`src/rtl/adc_par_pkg.sv`:
```
package adc_par_pkg;

   localparam int unsigned CW_STANDBY = 0;
   localparam int unsigned CW_CAL     = 1;
   localparam int unsigned CW_RANGE   = 2;
   localparam int unsigned CW_PINSEL  = 3;
   localparam int unsigned CW_TEST    = 9;
   localparam int unsigned CW_MAXW    = 16;

   typedef struct packed {
      logic pin_sync;
      logic bipolar;
      logic standby;
   } adc_cfg_t;

   typedef enum logic [2:0] {
      SQ_IDLE,
      SQ_WSETUP,
      SQ_WSTROBE,
      SQ_WHOLD,
      SQ_TURN,
      SQ_RSTROBE
   } seq_state_e;

   function automatic logic [CW_MAXW-1:0] pack_ctrl(input adc_cfg_t c, input logic cal);
      logic [CW_MAXW-1:0] w;
      w             = '0;
      w[CW_STANDBY] = c.standby;
      w[CW_CAL]     = cal;
      w[CW_RANGE]   = c.bipolar;
      w[CW_PINSEL]  = c.pin_sync;
      w[CW_TEST]    = 1'b0;
      return w;
   endfunction

endpackage

```
`src/rtl/adc_drdy_edge.sv`:
```
module adc_drdy_edge #(
   parameter int unsigned STAGES = 2
) (
   input  logic clk,
   input  logic rst_n,
   input  logic drdy_n_i,
   output logic fall_o
);

   logic lvl;
   logic prev_q;

   generate
      if (STAGES > 0) begin : g_sync
         logic [STAGES-1:0] chain_q;
         always_ff @(posedge clk or negedge rst_n) begin
            if (!rst_n) begin
               chain_q <= '1;
            end else begin
               chain_q[0] <= drdy_n_i;
               for (int i = 1; i < int'(STAGES); i++) begin
                  chain_q[i] <= chain_q[i-1];
               end
            end
         end
         assign lvl = chain_q[STAGES-1];
      end else begin : g_direct
         assign lvl = drdy_n_i;
      end
   endgenerate

   always_ff @(posedge clk or negedge rst_n) begin
      if (!rst_n) prev_q <= 1'b1;
      else        prev_q <= lvl;
   end

   assign fall_o = prev_q & ~lvl;

endmodule

```
`src/rtl/adc_cfg_track.sv`:
```
module adc_cfg_track
   import adc_par_pkg::*;
#(
   parameter int unsigned DW = 12
) (
   input  logic          clk,
   input  logic          rst_n,
   input  adc_cfg_t      cfg_i,
   input  logic          cal_req_i,
   input  logic          hold_i,
   input  logic          wr_start_i,
   input  logic          wr_done_i,
   input  logic          drdy_fall_i,
   output logic          wr_pend_o,
   output logic [DW-1:0] word_o,
   output adc_cfg_t      applied_o,
   output logic          busy_o
);

   logic               init_q;
   logic               inflight_q;
   logic               cal_pend_q;
   logic               cal_inflight_q;
   logic               cal_run_q;
   adc_cfg_t           shadow_q;
   adc_cfg_t           applied_q;
   logic [CW_MAXW-1:0] full_word;
   logic               changed;

   always_ff @(posedge clk or negedge rst_n) begin
      if (!rst_n) begin
         init_q         <= 1'b1;
         inflight_q     <= 1'b0;
         cal_pend_q     <= 1'b0;
         cal_inflight_q <= 1'b0;
         cal_run_q      <= 1'b0;
         shadow_q       <= '0;
         applied_q      <= '0;
      end else begin
         cal_pend_q <= cal_req_i | (cal_pend_q & ~wr_start_i);
         if (wr_start_i) begin
            init_q         <= 1'b0;
            inflight_q     <= 1'b1;
            shadow_q       <= cfg_i;
            cal_inflight_q <= cal_pend_q;
         end
         if (wr_done_i) begin
            inflight_q     <= 1'b0;
            applied_q      <= shadow_q;
            cal_inflight_q <= 1'b0;
            if (cal_inflight_q) cal_run_q <= 1'b1;
         end else if (drdy_fall_i) begin
            cal_run_q <= 1'b0;
         end
      end
   end

   assign full_word = pack_ctrl(cfg_i, cal_pend_q);
   assign word_o    = full_word[DW-1:0];
   assign changed   = (cfg_i != applied_q);
   assign wr_pend_o = (init_q | cal_pend_q | changed) & ~hold_i & ~inflight_q;
   assign applied_o = applied_q;
   assign busy_o    = cal_pend_q | cal_inflight_q | cal_run_q;

endmodule

```
`src/rtl/adc_bus_seq.sv`:
```
module adc_bus_seq
   import adc_par_pkg::*;
#(
   parameter int unsigned DW         = 12,
   parameter int unsigned SETUP_CYC  = 1,
   parameter int unsigned STROBE_CYC = 2,
   parameter int unsigned HOLD_CYC   = 1,
   parameter int unsigned TURN_CYC   = 1,
   parameter int unsigned RD_CYC     = 2
) (
   input  logic          clk,
   input  logic          rst_n,
   input  logic          wr_pend_i,
   input  logic [DW-1:0] word_i,
   input  logic          rd_fall_i,
   input  logic [DW-1:0] bus_i,
   output logic          wr_start_o,
   output logic          wr_done_o,
   output logic          wr_busy_o,
   output logic [DW-1:0] data_o,
   output logic          data_valid_o,
   output logic          cs_n_o,
   output logic          rd_n_o,
   output logic          wr_n_o,
   output logic [DW-1:0] bus_o,
   output logic          bus_oe_o
);

   function automatic int unsigned max2(input int unsigned a, input int unsigned b);
      return (a > b) ? a : b;
   endfunction

   localparam int unsigned MAXC = max2(max2(max2(SETUP_CYC, STROBE_CYC), max2(HOLD_CYC, TURN_CYC)), RD_CYC);
   localparam int unsigned CNTW = (MAXC < 2) ? 1 : $clog2(MAXC);
   localparam logic [CNTW-1:0] L_SETUP  = CNTW'(SETUP_CYC - 1);
   localparam logic [CNTW-1:0] L_STROBE = CNTW'(STROBE_CYC - 1);
   localparam logic [CNTW-1:0] L_HOLD   = CNTW'(HOLD_CYC - 1);
   localparam logic [CNTW-1:0] L_TURN   = CNTW'(TURN_CYC - 1);
   localparam logic [CNTW-1:0] L_RD     = CNTW'(RD_CYC - 1);

   seq_state_e      state_q, state_d;
   logic [CNTW-1:0] cnt_q, cnt_d;
   logic [DW-1:0]   word_q;
   logic [DW-1:0]   data_q;
   logic            dv_q;
   logic            rd_pend_q;
   logic            cs_n_q, rd_n_q, wr_n_q, oe_q;
   logic            last;
   logic            go_turn;
   logic            capture;

   assign last = (cnt_q == '0);

   always_comb begin
      state_d    = state_q;
      cnt_d      = last ? cnt_q : cnt_q - 1'b1;
      wr_start_o = 1'b0;
      wr_done_o  = 1'b0;
      go_turn    = 1'b0;
      capture    = 1'b0;
      unique case (state_q)
         SQ_IDLE: begin
            if (rd_pend_q) begin
               go_turn = 1'b1;
               state_d = SQ_TURN;
               cnt_d   = L_TURN;
            end else if (wr_pend_i) begin
               wr_start_o = 1'b1;
               state_d    = SQ_WSETUP;
               cnt_d      = L_SETUP;
            end
         end
         SQ_WSETUP: if (last) begin
            state_d = SQ_WSTROBE;
            cnt_d   = L_STROBE;
         end
         SQ_WSTROBE: if (last) begin
            state_d = SQ_WHOLD;
            cnt_d   = L_HOLD;
         end
         SQ_WHOLD: if (last) begin
            wr_done_o = 1'b1;
            state_d   = SQ_IDLE;
         end
         SQ_TURN: if (last) begin
            state_d = SQ_RSTROBE;
            cnt_d   = L_RD;
         end
         SQ_RSTROBE: if (last) begin
            capture = 1'b1;
            state_d = SQ_IDLE;
         end
         default: state_d = SQ_IDLE;
      endcase
   end

   always_ff @(posedge clk or negedge rst_n) begin
      if (!rst_n) begin
         state_q   <= SQ_IDLE;
         cnt_q     <= '0;
         word_q    <= '0;
         data_q    <= '0;
         dv_q      <= 1'b0;
         rd_pend_q <= 1'b0;
         cs_n_q    <= 1'b1;
         rd_n_q    <= 1'b1;
         wr_n_q    <= 1'b1;
         oe_q      <= 1'b0;
      end else begin
         state_q   <= state_d;
         cnt_q     <= cnt_d;
         rd_pend_q <= rd_fall_i | (rd_pend_q & ~go_turn);
         dv_q      <= capture;
         if (wr_start_o) word_q <= word_i;
         if (capture)    data_q <= bus_i;
         cs_n_q <= ~(state_d inside {SQ_WSETUP, SQ_WSTROBE, SQ_WHOLD, SQ_RSTROBE});
         wr_n_q <= ~(state_d == SQ_WSTROBE);
         rd_n_q <= ~(state_d == SQ_RSTROBE);
         oe_q   <= state_d inside {SQ_WSETUP, SQ_WSTROBE, SQ_WHOLD};
      end
   end

   assign wr_busy_o    = (state_q != SQ_IDLE);
   assign data_o       = data_q;
   assign data_valid_o = dv_q;
   assign cs_n_o       = cs_n_q;
   assign rd_n_o       = rd_n_q;
   assign wr_n_o       = wr_n_q;
   assign bus_o        = word_q;
   assign bus_oe_o     = oe_q;

endmodule

```
`src/rtl/adc_sync_drv.sv`:
```
module adc_sync_drv #(
   parameter int unsigned LOW_CYC = 3
) (
   input  logic clk,
   input  logic rst_n,
   input  logic mode_applied_i,
   input  logic mode_req_i,
   input  logic req_i,
   input  logic wr_busy_i,
   input  logic wr_pend_i,
   output logic drv_o,
   output logic oe_o,
   output logic active_o
);

   localparam int unsigned LW = (LOW_CYC < 2) ? 1 : $clog2(LOW_CYC);
   localparam logic [LW-1:0] L_LOW = LW'(LOW_CYC - 1);

   logic          active_q;
   logic [LW-1:0] cnt_q;
   logic          start;

   assign start = req_i & mode_applied_i & mode_req_i & ~wr_busy_i & ~wr_pend_i & ~active_q;

   always_ff @(posedge clk or negedge rst_n) begin
      if (!rst_n) begin
         active_q <= 1'b0;
         cnt_q    <= '0;
      end else if (start) begin
         active_q <= 1'b1;
         cnt_q    <= L_LOW;
      end else if (active_q) begin
         if (cnt_q == '0) active_q <= 1'b0;
         else             cnt_q    <= cnt_q - 1'b1;
      end
   end

   assign drv_o    = ~active_q;
   assign oe_o     = mode_applied_i;
   assign active_o = active_q;

endmodule

```
`src/rtl/adc_par_ctrl.sv`:
```
module adc_par_ctrl
   import adc_par_pkg::*;
#(
   parameter int unsigned DW           = 12,
   parameter int unsigned SETUP_CYC    = 1,
   parameter int unsigned STROBE_CYC   = 2,
   parameter int unsigned HOLD_CYC     = 1,
   parameter int unsigned TURN_CYC     = 1,
   parameter int unsigned RD_CYC       = 2,
   parameter int unsigned SYNC_LOW_CYC = 3,
   parameter int unsigned DRDY_STAGES  = 2
) (
   input  logic          clk,
   input  logic          rst_n,
   input  logic          cfg_standby_i,
   input  logic          cfg_bipolar_i,
   input  logic          cfg_sync_pin_i,
   input  logic          cal_req_i,
   input  logic          sync_req_i,
   output logic          busy_o,
   output logic [DW-1:0] data_o,
   output logic          data_valid_o,
   output logic          adc_cs_n_o,
   output logic          adc_rd_n_o,
   output logic          adc_wr_n_o,
   output logic [DW-1:0] adc_bus_o,
   output logic          adc_bus_oe_o,
   input  logic [DW-1:0] adc_bus_i,
   input  logic          adc_drdy_n_i,
   output logic          adc_sync_o,
   output logic          adc_sync_oe_o
);

   generate
      if (DW <= CW_TEST || DW > CW_MAXW) begin : g_bad_width
         $error("adc_par_ctrl: DW must hold the test bit and fit the control word");
      end
      if (SETUP_CYC == 0 || STROBE_CYC == 0 || HOLD_CYC == 0 || TURN_CYC == 0 || RD_CYC == 0) begin : g_bad_timing
         $error("adc_par_ctrl: every strobe phase needs at least one cycle");
      end
      if (SYNC_LOW_CYC == 0) begin : g_bad_sync
         $error("adc_par_ctrl: sync pulse needs at least one cycle");
      end
   endgenerate

   adc_cfg_t      req_cfg;
   adc_cfg_t      applied_cfg;
   logic          drdy_fall;
   logic          wr_pend;
   logic [DW-1:0] word;
   logic          wr_start, wr_done, wr_busy;
   logic          sync_active;

   assign req_cfg.standby  = cfg_standby_i;
   assign req_cfg.bipolar  = cfg_bipolar_i;
   assign req_cfg.pin_sync = cfg_sync_pin_i;

   adc_drdy_edge #(.STAGES(DRDY_STAGES)) u_edge (
      .clk      (clk),
      .rst_n    (rst_n),
      .drdy_n_i (adc_drdy_n_i),
      .fall_o   (drdy_fall)
   );

   adc_cfg_track #(.DW(DW)) u_cfg (
      .clk         (clk),
      .rst_n       (rst_n),
      .cfg_i       (req_cfg),
      .cal_req_i   (cal_req_i),
      .hold_i      (sync_active),
      .wr_start_i  (wr_start),
      .wr_done_i   (wr_done),
      .drdy_fall_i (drdy_fall),
      .wr_pend_o   (wr_pend),
      .word_o      (word),
      .applied_o   (applied_cfg),
      .busy_o      (busy_o)
   );

   adc_bus_seq #(
      .DW(DW), .SETUP_CYC(SETUP_CYC), .STROBE_CYC(STROBE_CYC),
      .HOLD_CYC(HOLD_CYC), .TURN_CYC(TURN_CYC), .RD_CYC(RD_CYC)
   ) u_seq (
      .clk          (clk),
      .rst_n        (rst_n),
      .wr_pend_i    (wr_pend),
      .word_i       (word),
      .rd_fall_i    (drdy_fall),
      .bus_i        (adc_bus_i),
      .wr_start_o   (wr_start),
      .wr_done_o    (wr_done),
      .wr_busy_o    (wr_busy),
      .data_o       (data_o),
      .data_valid_o (data_valid_o),
      .cs_n_o       (adc_cs_n_o),
      .rd_n_o       (adc_rd_n_o),
      .wr_n_o       (adc_wr_n_o),
      .bus_o        (adc_bus_o),
      .bus_oe_o     (adc_bus_oe_o)
   );

   adc_sync_drv #(.LOW_CYC(SYNC_LOW_CYC)) u_sync (
      .clk            (clk),
      .rst_n          (rst_n),
      .mode_applied_i (applied_cfg.pin_sync),
      .mode_req_i     (req_cfg.pin_sync),
      .req_i          (sync_req_i),
      .wr_busy_i      (wr_busy),
      .wr_pend_i      (wr_pend),
      .drv_o          (adc_sync_o),
      .oe_o           (adc_sync_oe_o),
      .active_o       (sync_active)
   );

endmodule

```
`config.mk`:
```
export PLATFORM = sky130hd
export DESIGN_NAME = adc_par_ctrl
export DESIGN_NICKNAME = d
export VERILOG_FILES = /design/src/rtl/adc_par_pkg.sv /design/src/rtl/adc_drdy_edge.sv /design/src/rtl/adc_cfg_track.sv /design/src/rtl/adc_bus_seq.sv /design/src/rtl/adc_sync_drv.sv /design/src/rtl/adc_par_ctrl.sv
export SDC_FILE = /design/constraint.sdc
export NUM_CORES = 1
export LEC_CHECK = 0
export ABC_AREA = 0
export CAP_MARGIN = 20
export CORE_UTILIZATION = 40
export CTS_CLUSTER_DIAMETER = 200
export DETAILED_ROUTE_END_ITERATION = 6
export PLACE_DENSITY = 0.66
export SYNTH_ARGS = -nofsm -noshare
export SYNTH_HDL_FRONTEND = slang
export SYNTH_HIERARCHICAL = 1
export SYNTH_SLANG_ARGS = --single-unit
```
`constraint.sdc`:
```
create_clock -name clk -period 4.6 [get_ports clk]
set_input_delay 1.38 -clock clk [delete_from_list [all_inputs] [get_ports clk]]
set_output_delay 1.38 -clock clk [all_outputs]
set_load 0.02 [all_outputs]
```
==> out/results.ini, run 1 <==
[layout]
nNetsFinal = 230
final_common_cell = clkdlybuf4s50_1
syn2layout_area_growth_pct = 25.9
n_antenna_cell = 0
drive_above_1_share = 0.252
final_cell_mix = clkdlybuf4s50_1 (50), dfrtp_1 (44), mux2_2 (17)
design_area_um2 = 2810

[clocking]
ctsHtreeMaxLevel = 2
post-cts-setup-buffer-count = 0
clock-sinks = 51
path_clk_slew_ps = 80
clk_latency_ps = 300
cts_hold_buf = 0
cts.path.max_buffers = 2
cts_made_buffers = 5
cts_tree = done
cts_resized = 0
clockRootBuffer = clkbuf_8

[hold_path]
hp-class = reg -> reg
min_from = u_edge/g_sync.chain_q[0]
hold_depth = 0
hold_end = u_edge/g_sync.chain_q[1]

[logic_synthesis]
synthCells = 162
synth_seq_cells = 51
syn_area_um2 = 2230
avgSynthCellArea_um2 = 13.8
ys_seq_area_frac = 0.576
synth_edf_count = 0
async_flop_share = 1.00
ys.flop_type = dfrtp_1
synth_warnings = 6
synth_cell_types = 42

[route]
routed.top_layer = met4
dr.pass1.iters = 4
wl_met2_mm = 1.88
drt_iter0_markers = 48
viasPerCell = 4.72
ant_nets = 0
met1Wirelength_mm = 1.61
met3WireLength_um = 215
wl_per_cell_um = 13.5
drc = 0
routed_wl_mm = 3.77
route.vias.total = 1322

[timing]
setup_tns_ps = 0
skew_ps = 8.52
final-setup-viol-count = 0
max-slew-margin-rel = 0.383
period_needed_ps = 3110
period_share = 0.675
hold_viol_final = 0
fmax_mhz = 322
rsz0062_at_grt = no
slew_viol_final = 0
worstMarginPinSlew_ps = 921

[placement]
placed_cell_area_um2 = 2700
routabilityCongestion = 0.682
io_buffers = 51
dp_hpwl_mm = 2.70

[critical_path]
cp_max_fo = 19
cp_slowest_stage_delay_ps = 450
worstReg2RegStart = u_seq/state_q[1]
reg2reg_to = u_seq/bus_o[11]
end_kind = register
criticalPathCategory = in -> reg
path_cells = clkdlybuf4s50_1 -> xnor2_1 -> a41oi_1 -> nand2b_1 -> or2_4 -> clkinv_2 -> mux2_2
cp.arrival_ps = 3290
critical_path.top_delay_family = buffers and inverters
worst-path-buf-inv = 2
start_kind = input pin
slowest_stage = clkdlybuf4s50_1
cp_num_cells = 7
required_ps = 4790
r2r_cells = 4
reg2reg_slack_ps = 2580

[floorplan]
die_height_um = 76.7
io_pins = 52
die_w_um = 76.7
core_um2 = 5240
start_util = 0.426
fp-row-count = 26
die_area_um2 = 5880

[grt]
antenna_found_initial = 0
grt_pass1_wl_mm = 6.69
grt_pass1_vias = 1437
grt_use_total = 0.146
overflow = 0
grt_start_max_net_pins = 52

[outcome]
status = complete, no violations

[pwr]
power_density_nw_per_um2 = 705
ir_drop_mv = 0.336
p_leak_uw = 0.00118

[flow_run]
cap_viol_max_count = 0

==> layer usage <==
layer / global-route usage / vias to the layer above
li1: - / 617
met1: 0.183 / 658
met2: 0.231 / 41
met3: 0.0429 / 6
met4: 0.0692 / 0
met5: 0 / -
==> flip-flops by register name, summed over array words and instances, names as in the netlist, 2 cells and up <==
name / cells
u_seq/bus_o: 12
u_sync/cnt_q: 2
u_seq/state_q: 3
u_seq/data_o: 12
u_cfg/shadow_q: 3
u_cfg/applied_o: 3
u_edge/g_sync.chain_q: 2
==> how the worst max path moves through the flow <==
| stage | from | endpoint |
|---|---|---|
| after global routing | cfg_standby_i | u_seq/bus_o[11] |
| final | cfg_standby_i | u_seq/bus_o[11] |
| after global placement | cfg_standby_i | u_seq/bus_o[0] |
| after floorplan | cfg_standby_i | u_cfg/shadow_q[0] |
| after detailed placement | cfg_standby_i | u_seq/bus_o[0] |
| after CTS | cfg_standby_i | u_seq/bus_o[11] |
==> cells in the mapped netlist, drive strengths merged (2+ instances only) <==
cell type | count | area share
a21o | 2 | 0.0067
a21oi | 2 | 0.0045
buf | 18 | 0.067
dfrtp | 44 | 0.49
dfstp | 7 | 0.082
inv | 5 | 0.0084
mux2 | 30 | 0.17
mux2i | 3 | 0.013
nand2 | 5 | 0.0084
nand2b | 6 | 0.017
nor2 | 9 | 0.015
nor2b | 3 | 0.012
o21ai | 3 | 0.0084
or2 | 3 | 0.0095
or3 | 2 | 0.0078
xnor2 | 5 | 0.020
==> where the power goes <==
| part | total [uW] | internal (uW) | switching [uW] | leakage, uW |
|---|---|---|---|---|
| registers | 802 | 659 | 143 | 0.000595 |
| clock network | 254 | 121 | 133 | 0.0000482 |
| logic | 926 | 522 | 404 | 0.000537 |
| total | 1980 | 1300 | 680 | 0.00118 |
==> through the flow <==
stage / worst slack, ps / util / total power, uW / hold WS, ps / cells
2_1_floorplan: 1820 / - / 1400 / 345 / 169
3_3_place_gp: 1200 / 0.515 / 1710 / 347 / 271
3_5_place_dp: 1170 / 0.515 / 1740 / 347 / 271
4_1_cts: 1490 / 0.533 / 2010 / 360 / 279
5_1_grt: 1380 / 0.537 / 2120 / 364 / 280
6_report: 1490 / 0.537 / 1980 / 360 / 280
==> area by class of cell <==
class	count	area, um^2
Multi-Input combinational cell	93	797
Tap cell	70	87.6
Timing Repair Buffer	52	526
Inverter	6	23.8
Fill cell	452	2430
Clock buffer	7	86.3
Sequential cell	51	1280
Clock inverter	1	5.00
==> worst register-to-register path, cell delays in order, from the launching register on <==
cell	delay, ps
dfrtp_1	530
or3_4	450
or2_4	270
clkinv_2	290
mux2_2	380
==> logic make-up after synthesis <==
| group | Yosys count | synth area share |
|---|---|---|
| buffers and inverters | 25 | 0.0790 |
| flip-flops | 51 | 0.576 |
| XOR/XNOR | 5 | 0.0196 |
| adder cells (fa/ha/maj) | 2 | 0.0101 |
| AND/OR/NAND/NOR | 33 | 0.0902 |
| other | 1 | 0.00168 |
| AO/OA/AOI/OAI | 12 | 0.0387 |
| multiplexers | 33 | 0.185 |
Power figures use the tool's default switching activity.
==> inputs of run 2 (changes only) <==
--- a/config.mk
+++ b/config.mk
@@ -10,7 +10,7 @@
 export CORE_UTILIZATION = 40
 export CTS_CLUSTER_DIAMETER = 200
 export DETAILED_ROUTE_END_ITERATION = 6
-export PLACE_DENSITY = 0.66
+export PLACE_DENSITY = 0.69
 export SYNTH_ARGS = -nofsm -noshare
 export SYNTH_HDL_FRONTEND = slang
 export SYNTH_HIERARCHICAL = 1
==> constraint.sdc (replaced) <==
create_clock -name clk -period 2.61 [get_ports clk]
set_input_delay 0.783 -clock clk [delete_from_list [all_inputs] [get_ports clk]]
set_output_delay 0.783 -clock clk [all_outputs]
set_load 0.02 [all_outputs]
==> run 2 against run 1 <==
  * Sequential share of layout area shrank 0.94 points
  * Critical endpoint is now busy_o
  * Largest cell class unchanged
  * Wire length is 2.0% lower
  * Non-clock buffer count rose by 7
  * Largest power group unchanged
  * Clock power up 70%
  * Via count shrank 1.4%
  * Worst setup slack lost 1300 ps
  * Sequential power is 76% higher
  * Combinational power rose by 80%
==> out/results.ini, run 2 (synthesized netlist as in run 1, its figures left out) <==
[flow_run]
cap_viol_max_count = 0  ; unchanged

[route]
dr.pass1.iters = 4  ; unchanged
wl_met2_mm = 1.78  ; -5.5%
wl_per_cell_um = 12.9  ; -4.4%
met3WireLength_um = 126  ; -41%
drt_iter0_markers = 67  ; +40%
ant_nets = 0  ; unchanged
routed.top_layer = met4
met1Wirelength_mm = 1.72  ; +6.8%
routed_wl_mm = 3.69  ; -2.0%
viasPerCell = 4.54  ; -3.8%
drc = 0  ; unchanged
route.vias.total = 1303  ; -1.4%

[grt]
antenna_found_initial = 0  ; unchanged
overflow = 0  ; unchanged
grt_pass1_vias = 1373  ; -4.5%
grt_use_total = 0.140  ; -0.00575
grt_pass1_wl_mm = 6.41  ; -4.1%
grt_start_max_net_pins = 22  ; -58%

[clocking]
cts_made_buffers = 5  ; unchanged
clockRootBuffer = clkbuf_8
cts_resized = 0  ; unchanged
cts.path.max_buffers = 2  ; unchanged
clock-sinks = 51  ; unchanged
cts_hold_buf = 0  ; unchanged
path_clk_slew_ps = 90  ; about the same
cts_tree = done
clk_latency_ps = 290  ; about the same
post-cts-setup-buffer-count = 0  ; unchanged
ctsHtreeMaxLevel = 2  ; unchanged

[placement]
placed_cell_area_um2 = 2780  ; +3.2%
routabilityCongestion = 0.762  ; +12%
dp_hpwl_mm = 2.68  ; -0.86%
io_buffers = 51  ; unchanged

[layout]
syn2layout_area_growth_pct = 28.5
n_antenna_cell = 0  ; unchanged
nNetsFinal = 237  ; +3.0%
design_area_um2 = 2870  ; +2.1%
final_cell_mix = clkdlybuf4s50_1 (50), dfrtp_1 (44), mux2_2 (17)
drive_above_1_share = 0.276  ; +0.0241
final_common_cell = clkdlybuf4s50_1

[critical_path]
worstReg2RegStart = u_seq/state_q[1]
required_ps = 1830  ; -2960 ps
cp_slowest_stage_delay_ps = 550  ; +100 ps
start_kind = register
reg2reg_to = u_seq/bus_o[1]
cp_max_fo = 5  ; -14
r2r_cells = 5  ; +1
end_kind = primary output
criticalPathCategory = reg -> out
slowest_stage = clkdlybuf4s50_1
reg2reg_slack_ps = 660  ; -1920 ps
cp.arrival_ps = 1650  ; -1640 ps
path_cells = or3_1 -> clkdlybuf4s50_1

[pwr]
power_frac_seq = 0.401  ; -0.004
intPower_uw = 2310  ; +78%
ir_drop_mv = 0.504  ; +50%
p_switching_uw = 1200  ; +77%
p_leak_uw = 0.00121  ; +2.4%
p_sw_frac = 0.342  ; -0.00119
power_density_nw_per_um2 = 1230  ; +74%
clockPowerShare = 0.123  ; -0.005
combPwrFrac = 0.476  ; +0.009
p_total_uw = 3520  ; +77%

[timing]
fmax_mhz = 410
hold_viol_final = 0  ; unchanged
whs_ps = 360  ; +0.194 ps
rsz0062_at_grt = no
period_needed_ps = 2440
slew_viol_final = 0  ; unchanged
period_share = 0.934
worstMarginPinSlew_ps = 529  ; -393 ps
max-slew-margin-rel = 0.646  ; +0.263
final-setup-viol-count = 0  ; unchanged
skew_ps = 2.41  ; -6.11 ps

[outcome]
status = complete, no violations

[floorplan]
die_height_um = 76.7  ; unchanged
start_util = 0.426  ; unchanged
core_um2 = 5240  ; unchanged
die_area_um2 = 5880  ; unchanged
fp-row-count = 26  ; unchanged
io_pins = 52  ; unchanged
die_w_um = 76.7  ; unchanged

[hold_path]
min_from = u_edge/g_sync.chain_q[0]
hp-class = reg -> reg
hold_end = u_edge/g_sync.chain_q[1]
hold_depth = 0  ; unchanged

-- run 2: changes by cell type in the layout (fill, tap and decap cells not counted), sizes merged --
cell	change
buf	+7
clkbuf	-1
clkinvlp	+1
-- run 2: power groups by stage --
stage | Clock, uW | Combinational, uW | Sequential (uW)
2_1_floorplan | 0 | 844 | 1620
3_3_place_gp | 0 | 1660 | 1430
3_5_place_dp | 0 | 1690 | 1430
4_1_cts | 452 | 1690 | 1420
5_1_grt | 481 | 1790 | 1470
6_report | 431 | 1670 | 1410
-- run 2: per-stage QoR --
step	utilization	instances	TNS, ps	worst slack [ps]
2_1_floorplan	-	169	0	425
3_3_place_gp	0.532	279	-84.3	-28.8
3_5_place_dp	0.532	279	-1320	-121
4_1_cts	0.548	287	0	143
5_1_grt	0.548	287	0	105
6_report	0.548	287	0	173
-- run 2: worst max-delay path by stage --
stage | startpoint | to | slack [ps]
finish | u_cfg/cal_pend_q | busy_o | 170
detailed placement | cfg_standby_i | u_seq/bus_o[1] | -120
global route | cfg_standby_i | u_seq/bus_o[0] | 100
global placement | cfg_standby_i | u_seq/bus_o[11] | -30
CTS | u_cfg/cal_pend_q | busy_o | 140
floorplan | cfg_standby_i | u_cfg/shadow_q[0] | 420
-- run 2: cell type report --
cell class | count | area (um^2)
sequential | 51 | 1280
clock inverter | 2 | 12.5
multi-input combinational | 93 | 797
clock buffer | 6 | 72.6
inverter | 6 | 23.8
tap | 70 | 87.6
timing repair buffer | 59 | 591
fill | 442 | 2370
-- run 2: worst max-delay path, delay by kind of cell, from the launching register on --
family,cells,cell delay [ps]
buf+inv,1,550
simple gates,1,380
flops,1,440
-- run 2: routing by layer --
layer,track usage,vias to the layer above
met5,0,-
met4,0.0615,0
met3,0.0321,7
met2,0.224,25
met1,0.183,641
li1,-,630
